[src/rtl/pgate_pkg.sv]
package pgate_pkg;
  typedef enum logic [1:0] {
    LVL_USER0 = 2'b00,
    LVL_USER1 = 2'b01,
    LVL_SUPER = 2'b10
  } lvl_e;

  typedef enum logic [1:0] {
    CLS_MEM      = 2'd0,
    CLS_OPEN_IO  = 2'd1,
    CLS_GUARD_IO = 2'd2,
    CLS_SYSREG   = 2'd3
  } cls_e;

  // reserved encoding 2'b11 falls back to the least privileged tier
  function automatic lvl_e decode_lvl(input logic [1:0] field);
    case (field)
      2'b01:   return LVL_USER1;
      2'b10:   return LVL_SUPER;
      default: return LVL_USER0;
    endcase
  endfunction
endpackage

[src/rtl/pgate_rules.sv]
module pgate_rules
  import pgate_pkg::*;
(
  input  logic [1:0] iomode,
  input  logic [1:0] cls,
  output lvl_e       lvl,
  output logic       permit
);
  always_comb begin
    lvl = decode_lvl(iomode);
    unique case (lvl)
      LVL_SUPER: permit = 1'b1;
      LVL_USER1: permit = (cls == CLS_MEM) || (cls == CLS_OPEN_IO);
      default:   permit = (cls == CLS_MEM);
    endcase
  end
endmodule

[src/rtl/pgate_trap.sv]
module pgate_trap (
  input  logic       clk,
  input  logic       rst_n,
  input  logic       blocked_take,
  input  logic [1:0] cls,
  output logic       trap_pulse,
  output logic [1:0] trap_code
);
  always_ff @(posedge clk or negedge rst_n) begin
    if (!rst_n) begin
      trap_pulse <= 1'b0;
      trap_code  <= 2'd0;
    end else begin
      trap_pulse <= blocked_take;
      if (blocked_take) trap_code <= cls;
    end
  end
endmodule

[src/rtl/pgate_irq.sv]
module pgate_irq
  import pgate_pkg::*;
#(
  parameter int TW = 8
) (
  input  logic          clk,
  input  logic          rst_n,
  input  lvl_e          lvl,
  input  logic          cmd_valid,
  input  logic          cmd_on,
  input  logic [TW-1:0] limit,
  output logic          ie_state,
  output logic          wd_flag
);
  localparam logic [TW-1:0] ONE = TW'(1);

  logic [TW-1:0] remain;
  logic          cmd_take;
  logic [TW-1:0] load_val;

  always_comb begin
    load_val = (limit == '0) ? ONE : limit;
    unique case (lvl)
      LVL_SUPER: cmd_take = cmd_valid;
      LVL_USER1: cmd_take = cmd_valid && (cmd_on || ie_state);
      default:   cmd_take = 1'b0;
    endcase
  end

  always_ff @(posedge clk or negedge rst_n) begin
    if (!rst_n) begin
      ie_state <= 1'b1;
      wd_flag  <= 1'b0;
      remain   <= '0;
    end else if (cmd_take) begin
      ie_state <= cmd_on;
      remain   <= (!cmd_on && lvl == LVL_USER1) ? load_val : '0;
      if (lvl == LVL_SUPER) wd_flag <= 1'b0;
    end else if (remain == ONE) begin
      ie_state <= 1'b1;
      wd_flag  <= 1'b1;
      remain   <= '0;
    end else if (remain != '0) begin
      remain <= remain - ONE;
    end
  end
endmodule

[src/rtl/priv_access_gate.sv]
module priv_access_gate
  import pgate_pkg::*;
#(
  parameter int AW = 16,
  parameter int DW = 32,
  parameter int TW = 8
) (
  input  logic          clk,
  input  logic          rst_n,
  input  logic [1:0]    psw_iomode,
  input  logic          req_valid,
  output logic          req_ready,
  input  logic          req_write,
  input  logic [1:0]    req_class,
  input  logic [AW-1:0] req_addr,
  input  logic [DW-1:0] req_wdata,
  output logic [DW-1:0] rsp_rdata,
  output logic          bus_valid,
  input  logic          bus_ready,
  output logic          bus_write,
  output logic [AW-1:0] bus_addr,
  output logic [DW-1:0] bus_wdata,
  input  logic [DW-1:0] bus_rdata,
  output logic          trap_pulse,
  output logic [1:0]    trap_code,
  input  logic          ie_cmd_valid,
  input  logic          ie_cmd_on,
  input  logic [TW-1:0] ie_limit,
  output logic          ie_state,
  output logic          ie_wd_flag
);
  lvl_e lvl;
  logic permit;
  logic blocked_take;

  pgate_rules u_rules (
    .iomode (psw_iomode),
    .cls    (req_class),
    .lvl    (lvl),
    .permit (permit)
  );

  assign bus_valid    = req_valid && permit;
  assign bus_write    = req_write;
  assign bus_addr     = req_addr;
  assign bus_wdata    = req_wdata;
  assign req_ready    = permit ? bus_ready : 1'b1;
  assign rsp_rdata    = (permit && !req_write) ? bus_rdata : '0;
  assign blocked_take = req_valid && !permit;

  pgate_trap u_trap (
    .clk          (clk),
    .rst_n        (rst_n),
    .blocked_take (blocked_take),
    .cls          (req_class),
    .trap_pulse   (trap_pulse),
    .trap_code    (trap_code)
  );

  pgate_irq #(.TW(TW)) u_irq (
    .clk       (clk),
    .rst_n     (rst_n),
    .lvl       (lvl),
    .cmd_valid (ie_cmd_valid),
    .cmd_on    (ie_cmd_on),
    .limit     (ie_limit),
    .ie_state  (ie_state),
    .wd_flag   (ie_wd_flag)
  );
endmodule

[config.mk]
export PLATFORM = sky130hd
export DESIGN_NAME = priv_access_gate
export DESIGN_NICKNAME = d
export VERILOG_FILES = /design/src/rtl/pgate_pkg.sv /design/src/rtl/pgate_rules.sv /design/src/rtl/pgate_trap.sv /design/src/rtl/pgate_irq.sv /design/src/rtl/priv_access_gate.sv
export SDC_FILE = /design/constraint.sdc
export NUM_CORES = 1
export LEC_CHECK = 0
export CORE_MARGIN = 1.5
export CORE_UTILIZATION = 26
export CTS_BUF_LIST = sky130_fd_sc_hd__clkbuf_4 sky130_fd_sc_hd__clkbuf_8
export CTS_CLUSTER_SIZE = 12
export DETAILED_ROUTE_END_ITERATION = 6
export GPL_TIMING_DRIVEN = 1
export PLACE_DENSITY_LB_ADDON = 0.2
export SYNTH_ARGS = -nofsm -noshare
export SYNTH_HDL_FRONTEND = slang
export SYNTH_SLANG_ARGS = --single-unit
[constraint.sdc]
create_clock -name clk -period 2.9 [get_ports clk]
set_clock_uncertainty 0.2 [all_clocks]
set_input_delay 0.58 -clock clk [delete_from_list [all_inputs] [get_ports clk]]
set_output_delay 0.58 -clock clk [all_outputs]
set_load 0.01 [all_outputs]
; Yosys cells after proc, flatten, opt, wreduce, memory -nomap -nowiden
; Cells that the tools add are included.
; W data, S select, Z words.
[word_totals]
in_bits = 99
wordCells = 43
ff_bits = 13
output_inout_bits = 88
[op_classes]
n_reduce_logical = 16
add_sub_neg = 1
n_eq_ne = 7
mux = 14
[op_table]
columns = op, count
row1 = $mux W8, 5
row2 = $mux W32, 1
row3 = $eq A8 B1 Y1 const B, 1
row4 = $logic_not A8 Y1, 1
row5 = $reduce_bool A8 Y1, 1
row6 = $sub A8 B1 Y8 const B, 1
row7 = $eq A2 B1 Y1 const B, 3
row8 = $logic_and A1 B1 Y1, 5
row9 = $mux W1, 5
row10 = $eq A2 B2 Y1 const B, 2
row11 = $pmux W1 S2, 2
row12 = $pmux W2 S2, 1
row13 = $logic_not A1 Y1, 3
row14 = $reduce_bool A3 Y1, 1
row15 = $logic_not A2 Y1, 1
row16 = $logic_or A1 B1 Y1, 2
row17 = $ne A2 B2 Y1 const B, 1
row18 = $reduce_and A2 Y1, 1
row19 = $reduce_bool A2 Y1, 1

; Logic depth before layout (Yosys ltp)
; Gate-level depths: netlist (run 1).
[logic_depth]
word_depth = 6
mapped_depth = 7
mapped_depth_nobuf = 6

; Cells and area by module
; A second synthesis (run 1) with hierarchy kept.
[hier_totals]
hier_cells = 174
area_unflattened_um2 = 1559.0
[modules_own_cells]
columns = mod, area_each_um2, seq_area_each_um2, cells_per_inst, instances
row1 = pgate_irq, 708.2, 251.5, 71, 1
row2 = priv_access_gate, 696.9, 0.0, 90, 1
row3 = pgate_trap, 97.6, 75.1, 5, 1
row4 = pgate_rules, 56.3, 0.0, 8, 1

; Worst setup path after synthesis (run 1)
; Ideal clock, no wire load.
[synth_path]
path_type = in2out
startpoint = in psw_iomode[0]
endpoint = out rsp_rdata[10]
path_stages = 6
required_ps = 2120
path_slack_ps = 361
n_path_buf = 1
arrival_ps = 1759
path_cell_list = inv_1 -> ha_1 -> o31ai_1 -> nor2_1 -> clkbuf_1 -> and2_1
[synth_between]
elab_chain_len = 6
elab_cells_between_ends = 8
classes_between = 4 x eq/ne / 3 x mux / 1 x reduce/logical
[synth_rtl]
columns = item, line
row1 = from (decl), priv_access_gate.sv:10  ; input logic [1:0] psw_iomode,
row2 = $eq A2 B2 Y1 / $eq A2 B1 Y1 (equally long branches), pgate_pkg.sv:17  ; case (field)
row3 = $pmux W2 S2 *, pgate_pkg.sv:17
row4 = $eq A2 B1 Y1 / $eq A2 B2 Y1 (equally long branches), pgate_rules.sv:11  ; unique case (lvl)
row5 = $pmux W1 S2 *, pgate_rules.sv:11
row6 = $logic_and A1 B1 Y1 *, priv_access_gate.sv:48  ; assign rsp_rdata = (permit && !req_write) ? bus_rdata : '0;
row7 = $mux W32 *, priv_access_gate.sv:48
row8 = to (decl), priv_access_gate.sv:17  ; output logic [DW-1:0] rsp_rdata,
; Every way passes the cells marked *; elsewhere a longest branch is shown, timed or not.

; Worst setup path after layout (run 1)
[layout_path]
startpoint = in psw_iomode[0]
endpoint = out rsp_rdata[23]
; The elaborated chain is that of the path after synthesis.

==> impl_metrics.tcl, run 1 <==
set metrics [dict create \
    final_common_cell "clkdlybuf4s50_1" \
    ys.warnings.count 0 \
    pin_count 187 \
    finalHoldViolCount 0 \
    cp_slowest_cell "bufbuf_16" \
    grt_pass1_vias 1363 \
    avgSynthCellArea_um2 8.30 \
    grt-ovfl-total 0 \
    numCtsBuffers 3 \
    start_util_pct 26.7 \
    coreArea_um2 5440 \
    internal_power_uw 677 \
    crit_start "psw_iomode[0]" \
    clockBufferDepth 2 \
    nets 334 \
    seqPwrFrac_pct 30.6 \
    antennaDiodeCount 0 \
    max_stage_delay_ns 0.25 \
    r2r_slack_ns 0.88 \
    ant_nets 0 \
    synth.distinct_cells 40 \
    status "finished, final reports clean" \
    avgRoutedWirePerCell_um 14.5 \
    final_util_pct 39.8 \
    die_w_um 77.7 \
    synth_nets 279 \
    critical_path.cell_chain "buf_2 -> buf_6 -> ha_4 -> nor2b_4 -> o31ai_4 -> nor2_4 -> buf_12 -> bufbuf_16 -> and2_1 -> buf_2" \
    layout_common_cells "clkdlybuf4s50_1, and2_1, buf_2, dfrtp_1, nand2_1" \
    timing_worst_setup_path_type "input pin to output pin" \
    min_path_type "register to register" \
    worstSetupEndpointType "output pin" \
    ctsHtreeMaxLevel 1 \
    hold_path_startpoint "u_trap.trap_code[0]$_DFFE_PN0P_" \
    pwr-share-comb_pct 53.8 \
    dp_slack_ns -0.557 \
    ys_ff_latch 13 \
    cellPowerDensity_nw_per_um2 497 \
    swShare_pct 37.1 \
    clock_power_share_pct 15.6 \
    cp.arrival_ns 2.03 \
    grt_usage_pct 14.6 \
    syn_area_um2 1450 \
    area_delta_synth_final_pct 49.2 \
    postCtsHoldBufs 0 \
    setup-violations-final 0 \
    syn_inst 175 \
    tightest_slew_ns 0.647 \
    hold_path_depth 1 \
    insertion_delay_ns 0.25 \
    min_period_ns 2.81 \
    r2r_cells 6 \
    drc 0 \
    path_max_fanout 7 \
    fin_crit_sh_pct 96.9 \
    fin_setup_tns_ns 0 \
    antenna_found_initial 0 \
    fmax_mhz 356 \
    ys_seq_area_share_pct 22.5 \
    crit_path_frequent_cell "buf_2" \
    leakage_nw 1.00 \
    slew_viol_final 0 \
    io_buffer_count 90 \
    drive_gt1_share_pct 28.8 \
    cts_sinks 13 \
    vias 1327 \
    die_h_um 77.7 \
    max_cap_viol_count 0 \
    wl_um 4370 \
    r2r-end "u_irq.remain[1]$_DFFE_PN0P_" \
    placement_rows 27 \
    synth_ff_type "dfrtp_1" \
    dp_hpwl_um 3310 \
    start_kind "input pin" \
    gp_congestion 0.773 \
    grt_pass1_wl_um 7040 \
    grt_max_degree 17 \
    avgViaCountPerCell 4.41 \
    reg2reg_from "u_irq.remain[0]$_DFFE_PN0P_" \
    synth-async-reset-ratio_pct 100 \
    ir_worst_vdd_mv 0.326 \
    min_to "u_trap.trap_code[0]$_DFFE_PN0P_" \
    fin_ws_ns 0.0892 \
    cts_tree "done" \
    synth-edff-count 0 \
    drt_iter0_markers 12 \
    die_area_um2 6040 \
    grt_setup_unrepaired "false" \
    dr.pass1.iters 4 \
    cts_root_buf "clkbuf_8" \
    worstPathRequired_ns 2.12 \
    slew_headroom_pct 56.7 \
    power_switching_uw 400 \
    clk_pin_slew_ns 0.06 \
    instances_no_fill 301 \
    dp.cells 293 \
]
-- timing repair --
| item | 4_1_cts | 5_1_grt |
|---|---|---|
| pin swaps | 2 | 3 |
| setup endpoints to repair | 34 | 7 |
| gates cloned | 2 | 0 |
| gates resized for setup | 153 | 1 |
| buffers inserted | 2 | 0 |
| endpoints found under the hold margin | 0 | 0 |
-- routing by layer --
metal / track usage [%] / vias to the layer above / part of all wire (%)
met1: 19.3 / 610 / 45
met4: 7.27 / 0 / 3.2
li1: - / 649 / -
met3: 2.35 / 17 / 5.8
met5: 0 / - / 0
met2: 22.7 / 51 / 47
-- how the worst max path moves through the flow --
stage,endpoint,slack [ns],depth (start not counted)
4_1_cts,rsp_rdata[17],0.03,10
2_1_floorplan,rsp_rdata[10],0.36,6
6_report,rsp_rdata[23],0.09,10
3_3_place_gp,rsp_rdata[4],-0.55,9
3_5_place_dp,rsp_rdata[16],-0.56,9
5_1_grt,rsp_rdata[17],0.02,10
-- power by group through the flow --
stage	Sequential, mW	Clock (mW)	Combinational, mW
5_1_grt	0.341	0.183	0.638
2_1_floorplan	0.326	0	0.386
3_5_place_dp	0.334	0	0.565
6_report	0.329	0.168	0.579
3_3_place_gp	0.335	0	0.569
4_1_cts	0.331	0.172	0.583
-- flip-flops by register name, summed over array words and instances, names as in the netlist --
register / count
u_irq.ie_state: 1
u_irq.remain: 8
u_trap.trap_code: 2
u_irq.wd_flag: 1
u_trap.trap_pulse: 1
-- layout make-up --
cell class | instances | area (um2)
Clock buffer | 3 | 41.3
Inverter | 8 | 30.0
Tap cell | 72 | 90.1
Multi-Input combinational cell | 101 | 771
Timing Repair Buffer | 103 | 903
Clock inverter | 1 | 5.00
Sequential cell | 13 | 327
Fill cell | 576 | 3270
-- cell usage after synthesis, types with 3 or more instances --
master / n / area (um2)
nand2_1: 9 / 33.8
ha_1: 5 / 62.6
o21ai_0: 4 / 20.0
dfrtp_1: 12 / 300
and2_1: 33 / 206
buf_4: 49 / 368
a32oi_1: 4 / 35.0
clkbuf_1: 4 / 15.0
inv_1: 8 / 30.0
nor2b_1: 3 / 18.8
o31ai_1: 3 / 22.5
nor2_1: 8 / 30.0
-- logic make-up (layout without fill, tap and decap cells) --
family                     count (synthesis)  in the layout  synth area share (%)
buffers and inverters                     61            115                  28.4
xor gates and xnor gates                   2              2                  1.21
AOI/OAI and AO/OA                         25             25                  14.0
muxes                                      3              3                  2.58
DFF                                       13             13                  22.5
adders and majority gates                  5              5                  4.31
and+or+nand+nor                           66             66                  27.0
-- worst max-delay path, delay by kind of cell --
kind	cells	cell delay (ns)
adder cells (fa/ha/maj)	1	0.15
AND/OR/NAND/NOR	3	0.34
buffers and inverters	5	0.73
AO/OA/AOI/OAI	1	0.23
-- per-stage QoR --
step	hold WS (ns)	power [mW]	cell area, um2
floorplan	0.0844	0.712	1450
global placement	0.306	0.904	2140
detailed placement	0.295	0.899	2140
CTS	0.320	1.09	2160
global route	0.355	1.16	2170
finish	0.313	1.08	2170
Note: power is estimated with default switching activity, not from simulation.
==> run 2, diff against run 1 <==
--- a/config.mk
+++ b/config.mk
@@ -12,6 +12,7 @@
 export DETAILED_ROUTE_END_ITERATION = 6
 export GPL_TIMING_DRIVEN = 1
 export PLACE_DENSITY_LB_ADDON = 0.2
+export REMOVE_ABC_BUFFERS = 1
 export SYNTH_ARGS = -nofsm -noshare
 export SYNTH_HDL_FRONTEND = slang
 export SYNTH_SLANG_ARGS = --single-unit
==> run 2 against run 1 <==
Compared with the run above:
- global-route usage up 16 points
- cell area unchanged
- highest routed layer is now met5
- critical path depth unchanged
- sequential power grew 2%
- power is 3.1% higher
- setup slack lost 0.014 ns
- critical endpoint is now rsp_rdata[30]
==> impl_metrics.tcl, run 2 (synthesized netlist as in run 1, its figures left out) <==
set metrics [dict create \
    status "finished, final reports clean" \
    nets 332 \
    reg_top3 "u_irq.remain x8, u_trap.trap_code x2" \
    grt_pass1_vias 1488 \
    worstSetupEndpointType "output pin" \
    ant_nets 0 \
    min_path_type "register to register" \
    start_kind "input pin" \
    drive_gt1_share_pct 23.3 \
    fmax_mhz 354 \
    setup-violations-final 0 \
    max_cap_viol_count 0 \
    numCtsBuffers 3 \
    finalHoldViolCount 0 \
    area_delta_synth_final_pct 49.2 \
    tightest_slew_ns 0.668 \
    cts_root_buf "clkbuf_8" \
    grt-ovfl-total 0 \
    cts_sinks 13 \
    slew_viol_final 0 \
    avgRoutedWirePerCell_um 30.8 \
    fillCellCount 547 \
    start_util_pct 26.7 \
    grt_pass1_wl_um 12300 \
    worstPathRequired_ns 2.12 \
    fin_setup_tns_ns 0 \
    timing_worst_setup_path_type "input pin to output pin" \
    ctsHtreeMaxLevel 1 \
    wl_um 9220 \
    dp_hpwl_um 7850 \
    drt_iter0_markers 64 \
    whs_ns 0.314 \
    grt_setup_unrepaired "false" \
    grt_usage_pct 30.6 \
    ir_worst_vdd_mv 0.289 \
    die_h_um 77.7 \
    die_area_um2 6040 \
    clk_pin_slew_ns 0.06 \
    io_buffer_count 90 \
    vias 1481 \
    largest_reg_flops 8 \
    design_area_um2 2170 \
    cts_tree "done" \
    antenna_found_initial 0 \
    cellPowerDensity_nw_per_um2 512 \
    slew_headroom_pct 55.3 \
    die_w_um 77.7 \
    cp.arrival_ns 2.04 \
    dpl-instance-area_um2 2130 \
    min_period_ns 2.82 \
    grt_max_degree 17 \
    fin_crit_sh_pct 97.4 \
    drc 0 \
    pin_count 187 \
    avgViaCountPerCell 4.95 \
    dr.pass1.iters 6 \
    leakage_nw 0.961 \
    gp_congestion 0.915 \
    placement_rows 27 \
    antennaDiodeCount 0 \
    path_max_fanout 16 \
    layout_common_cells "clkdlybuf4s50_1, and2_1, buf_2, clkdlybuf4s15_1, dfrtp_1" \
    final_common_cell "clkdlybuf4s50_1" \
    regMostFlops "u_irq.remain" \
    insertion_delay_ns 0.24 \
    clockBufferDepth 2 \
    coreArea_um2 5440 \
]
-- run 2: cell count changes in the layout (fill, tap and decap cells not counted), sizes merged --
cell and delta:
buf -17, clkbuf +5, clkdlybuf4s15 +12, clkdlybuf4s50 +1, clkinv -1, dlygate4sd2 -2
-- run 2: critical path: stages --
cell       delay, ns
buf_2           0.11
inv_1           0.07
ha_4            0.16
nor2b_2         0.16
o31ai_4         0.20
nor2_2          0.06
buf_4           0.14
bufbuf_16       0.26
and2_1          0.16
buf_2           0.14
-- run 2: where the power goes --
group | switching, mW | internal (mW)
clock network | 0.0711 | 0.106
logic | 0.281 | 0.317
registers | 0.0740 | 0.260
total | 0.426 | 0.684
-- run 2: metal layers --
metal	vias to the layer above	GRT usage, %	part of all wire (%)
li1	647	-	-
met1	646	37.1	39
met2	178	34.8	33
met3	8	33.8	27
met4	2	4.73	0.77
met5	-	8.18	0.59
-- run 2: worst paths after layout --
| path | from | end | slack (ns) | depth (start not counted) |
|---|---|---|---|---|
| min in group asynchronous | rst_n | u_irq.remain[0]$_DFFE_PN0P_ | 0.54 | 1 |
| hold reg to reg | u_trap.trap_code[1]$_DFFE_PN0P_ | u_trap.trap_code[1]$_DFFE_PN0P_ | 0.31 | 1 |
| setup reg to reg | u_irq.remain[3]$_DFFE_PN0P_ | u_irq.remain[5]$_DFFE_PN0P_ | 0.89 | 4 |
| max in group asynchronous | rst_n | u_irq.wd_flag$_DFFE_PN0P_ | 1.53 | 1 |
| setup / recovery | psw_iomode[1] | rsp_rdata[30] | 0.08 | 10 |
| hold / removal | u_trap.trap_code[1]$_DFFE_PN0P_ | u_trap.trap_code[1]$_DFFE_PN0P_ | 0.31 | 1 |
-- run 2: metrics by stage --
step	util, %	setup slack [ns]	instances	power [mW]
floorplan	-	0.0706	122	0.640
global placement	39.2	-0.580	292	0.924
detailed placement	39.2	-0.586	292	0.920
CTS	40.1	0.0256	299	1.11
global route	39.8	0.0296	299	1.18
finish	39.8	0.0750	299	1.11
-- run 2: what timing repair did --
action / CTS / global route
pin swaps: 3 / 2
buffers inserted: 2 / 0
hold buffers: 0 / 0
endpoints found under the hold margin: 0 / 0
setup endpoints to repair: 34 / 33
resized for setup: 114 / 7
cloned: 1 / 0
-- run 2: area by class of cell --
| cell class | count | area (um2) | area share [%] |
|---|---|---|---|
| Tap cell | 72 | 90.1 | 4.16 |
| Timing Repair Buffer | 101 | 911 | 42.0 |
| Sequential cell | 13 | 327 | 15.1 |
| Multi-Input combinational cell | 101 | 761 | 35.1 |
| Inverter | 8 | 30.0 | 1.39 |
| Clock buffer | 4 | 48.8 | 2.25 |
==> run 3, diff against run 2 <==
--- a/config.mk
+++ b/config.mk
@@ -11,8 +11,9 @@
 export CTS_CLUSTER_SIZE = 12
 export DETAILED_ROUTE_END_ITERATION = 6
 export GPL_TIMING_DRIVEN = 1
-export PLACE_DENSITY_LB_ADDON = 0.2
+export PLACE_DENSITY = 0.87
 export REMOVE_ABC_BUFFERS = 1
+export SLEW_MARGIN = 0
 export SYNTH_ARGS = -nofsm -noshare
 export SYNTH_HDL_FRONTEND = slang
 export SYNTH_SLANG_ARGS = --single-unit
==> run 3 against run 2 <==
Compared with the run above:
- count of clock-buffer cells in the layout stayed put
- cell area decreased by 0.81%
- combinational power decreased by 5.8%
- register-to-register slack worse by 0.03 ns
- power shrank 4.2%
- critical path type unchanged
- die area stayed put
- wire length decreased by 23%
- clock power fell by 4%
- final cell count is 1.0% higher
- sequential power fell by 1%
==> impl_metrics.tcl, run 3 (synthesized netlist as in run 1, its figures left out) <==
set metrics [dict create \
    seqPwrFrac_pct 31.0 \
    slew_viol_final 0 \
    pin_count 187 \
    die_w_um 77.7 \
    leakage_nw 0.975 \
    die_area_um2 6040 \
    max_stage_delay_ns 0.26 \
    grt_pass1_vias 1467 \
    grt-ovfl-total 0 \
    tightest_slew_ns 0.620 \
    critical_path.cell_chain "clkdlybuf4s15_2 -> inv_1 -> ha_2 -> nor2b_2 -> o31ai_4 -> nor2_2 -> buf_4 -> and2_1 -> clkdlybuf4s15_1" \
    insertion_delay_ns 0.25 \
    cp.arrival_ns 2.07 \
    dr.pass1.iters 4 \
    numCtsBuffers 3 \
    path_max_fanout 9 \
    min_period_ns 2.85 \
    layout_common_cells "clkdlybuf4s50_1, and2_1, buf_2, dfrtp_1, buf_4" \
    dp_hpwl_um 5700 \
    ant_nets 0 \
    max_cap_viol_count 0 \
    p_total_mw 1.06 \
    min_path_type "register to register" \
    pwr-share-comb_pct 53.0 \
    finalHoldViolCount 0 \
    worstPathRequired_ns 2.12 \
    coreArea_um2 5440 \
    reg_top3 "u_irq.remain x8, u_trap.trap_code x2" \
    largest_reg_flops 8 \
    io_buffer_count 90 \
    whs_ns 0.312 \
    clockBufferDepth 2 \
    worstSetupEndpointType "output pin" \
    fin_crit_sh_pct 98.1 \
    start_kind "input pin" \
    drc 0 \
    cts_tree "done" \
    path_buf_inv 4 \
    cp_top_family "buffers and inverters" \
    die_h_um 77.7 \
    antenna_found_initial 0 \
    placement_rows 27 \
    area_delta_synth_final_pct 48.0 \
    clk_pin_slew_ns 0.05 \
    cellPowerDensity_nw_per_um2 495 \
    drt_iter0_markers 41 \
    power_switching_uw 388 \
    regMostFlops "u_irq.remain" \
    antennaDiodeCount 0 \
    clock_power_share_pct 16.0 \
    avgRoutedWirePerCell_um 23.5 \
    gp_congestion 0.834 \
    fin_ws_ns 0.0540 \
    dp_slack_ns -0.614 \
    status "finished, final reports clean" \
    ctsHtreeMaxLevel 1 \
    avgViaCountPerCell 5.01 \
    grt_usage_pct 23.3 \
    ir_worst_vdd_mv 0.381 \
    swShare_pct 36.4 \
    grt_pass1_wl_um 10200 \
    cts_sinks 13 \
    fmax_mhz 351 \
    timing_worst_setup_path_type "input pin to output pin" \
    grt_max_degree 14 \
    vias 1512 \
    cts_root_buf "clkbuf_8" \
    cp_slowest_cell "clkdlybuf4s15_1" \
    wl_um 7110 \
    final_common_cell "clkdlybuf4s50_1" \
    slew_headroom_pct 58.5 \
    start_util_pct 26.7 \
    setup-violations-final 0 \
    internal_power_uw 676 \
    nets 335 \
    drive_gt1_share_pct 24.8 \
]
run 3: changes by cell type in the layout (fill, tap and decap cells not counted), sizes merged:
cell | previous run | this run
buf | 28 | 37
clkbuf | 8 | 4
bufbuf | 1 | 0
clkdlybuf4s15 | 12 | 11
run 3: path summary, 6_finish.rpt:
kind | cells past startpoint | start | slack, ns | to
max | 9 | psw_iomode[1] | 0.05 | rsp_rdata[7]
min | 1 | u_trap.trap_code[0]$_DFFE_PN0P_ | 0.31 | u_trap.trap_code[0]$_DFFE_PN0P_
max reg2reg | 6 | u_irq.remain[0]$_DFFE_PN0P_ | 0.86 | u_irq.remain[1]$_DFFE_PN0P_
min reg2reg | 1 | u_trap.trap_code[0]$_DFFE_PN0P_ | 0.31 | u_trap.trap_code[0]$_DFFE_PN0P_
max in group asynchronous | 1 | rst_n | 1.57 | u_trap.trap_pulse$_DFF_PN0_
min in group asynchronous | 1 | rst_n | 0.52 | u_irq.remain[4]$_DFFE_PN0P_
run 3: power by group through the flow:
stage,clock network (mW),registers [mW],logic (mW)
finish,0.170,0.330,0.564
floorplan,0,0.326,0.314
detailed placement,0,0.332,0.565
CTS,0.178,0.329,0.574
global route,0.186,0.342,0.621
global placement,0,0.329,0.553
run 3: layout make-up:
| type | instances | area [um2] |
|---|---|---|
| repair buffers | 104 | 903 |
| multi-input cells | 101 | 751 |
| clock buffers | 4 | 48.8 |
| flip-flops and latches | 13 | 327 |
| inverters | 8 | 30.0 |
| fillers | 546 | 3290 |
| well taps | 72 | 90.1 |
run 3: per-layer routing:
layer / up-vias / global-route usage [%] / part of all wire (%)
met3: 16 / 23.1 / 23
met5: - / 16.4 / 1.1
met4: 4 / 8.91 / 3.2
li1: 653 / - / -
met1: 705 / 21.8 / 32
met2: 134 / 32.9 / 41
run 3: per-stage QoR:
stage               instances  util [%]  cell area (um2)  setup TNS [ns]
floorplan                 122         -             1070               0
global placement          293      39.1             2130          -16.69
detailed placement        293      39.1             2130          -19.49
CTS                       301      41.0             2230          -0.133
global route              302      39.5             2150        -0.00152
finish                    302      39.5             2150               0
run 3: what timing repair did:
action	CTS	global route
setup endpoints to repair	34	34
pin swaps	3	3
resized for setup	103	29
hold buffers	0	0
setup buffers	2	1
cloned	2	0
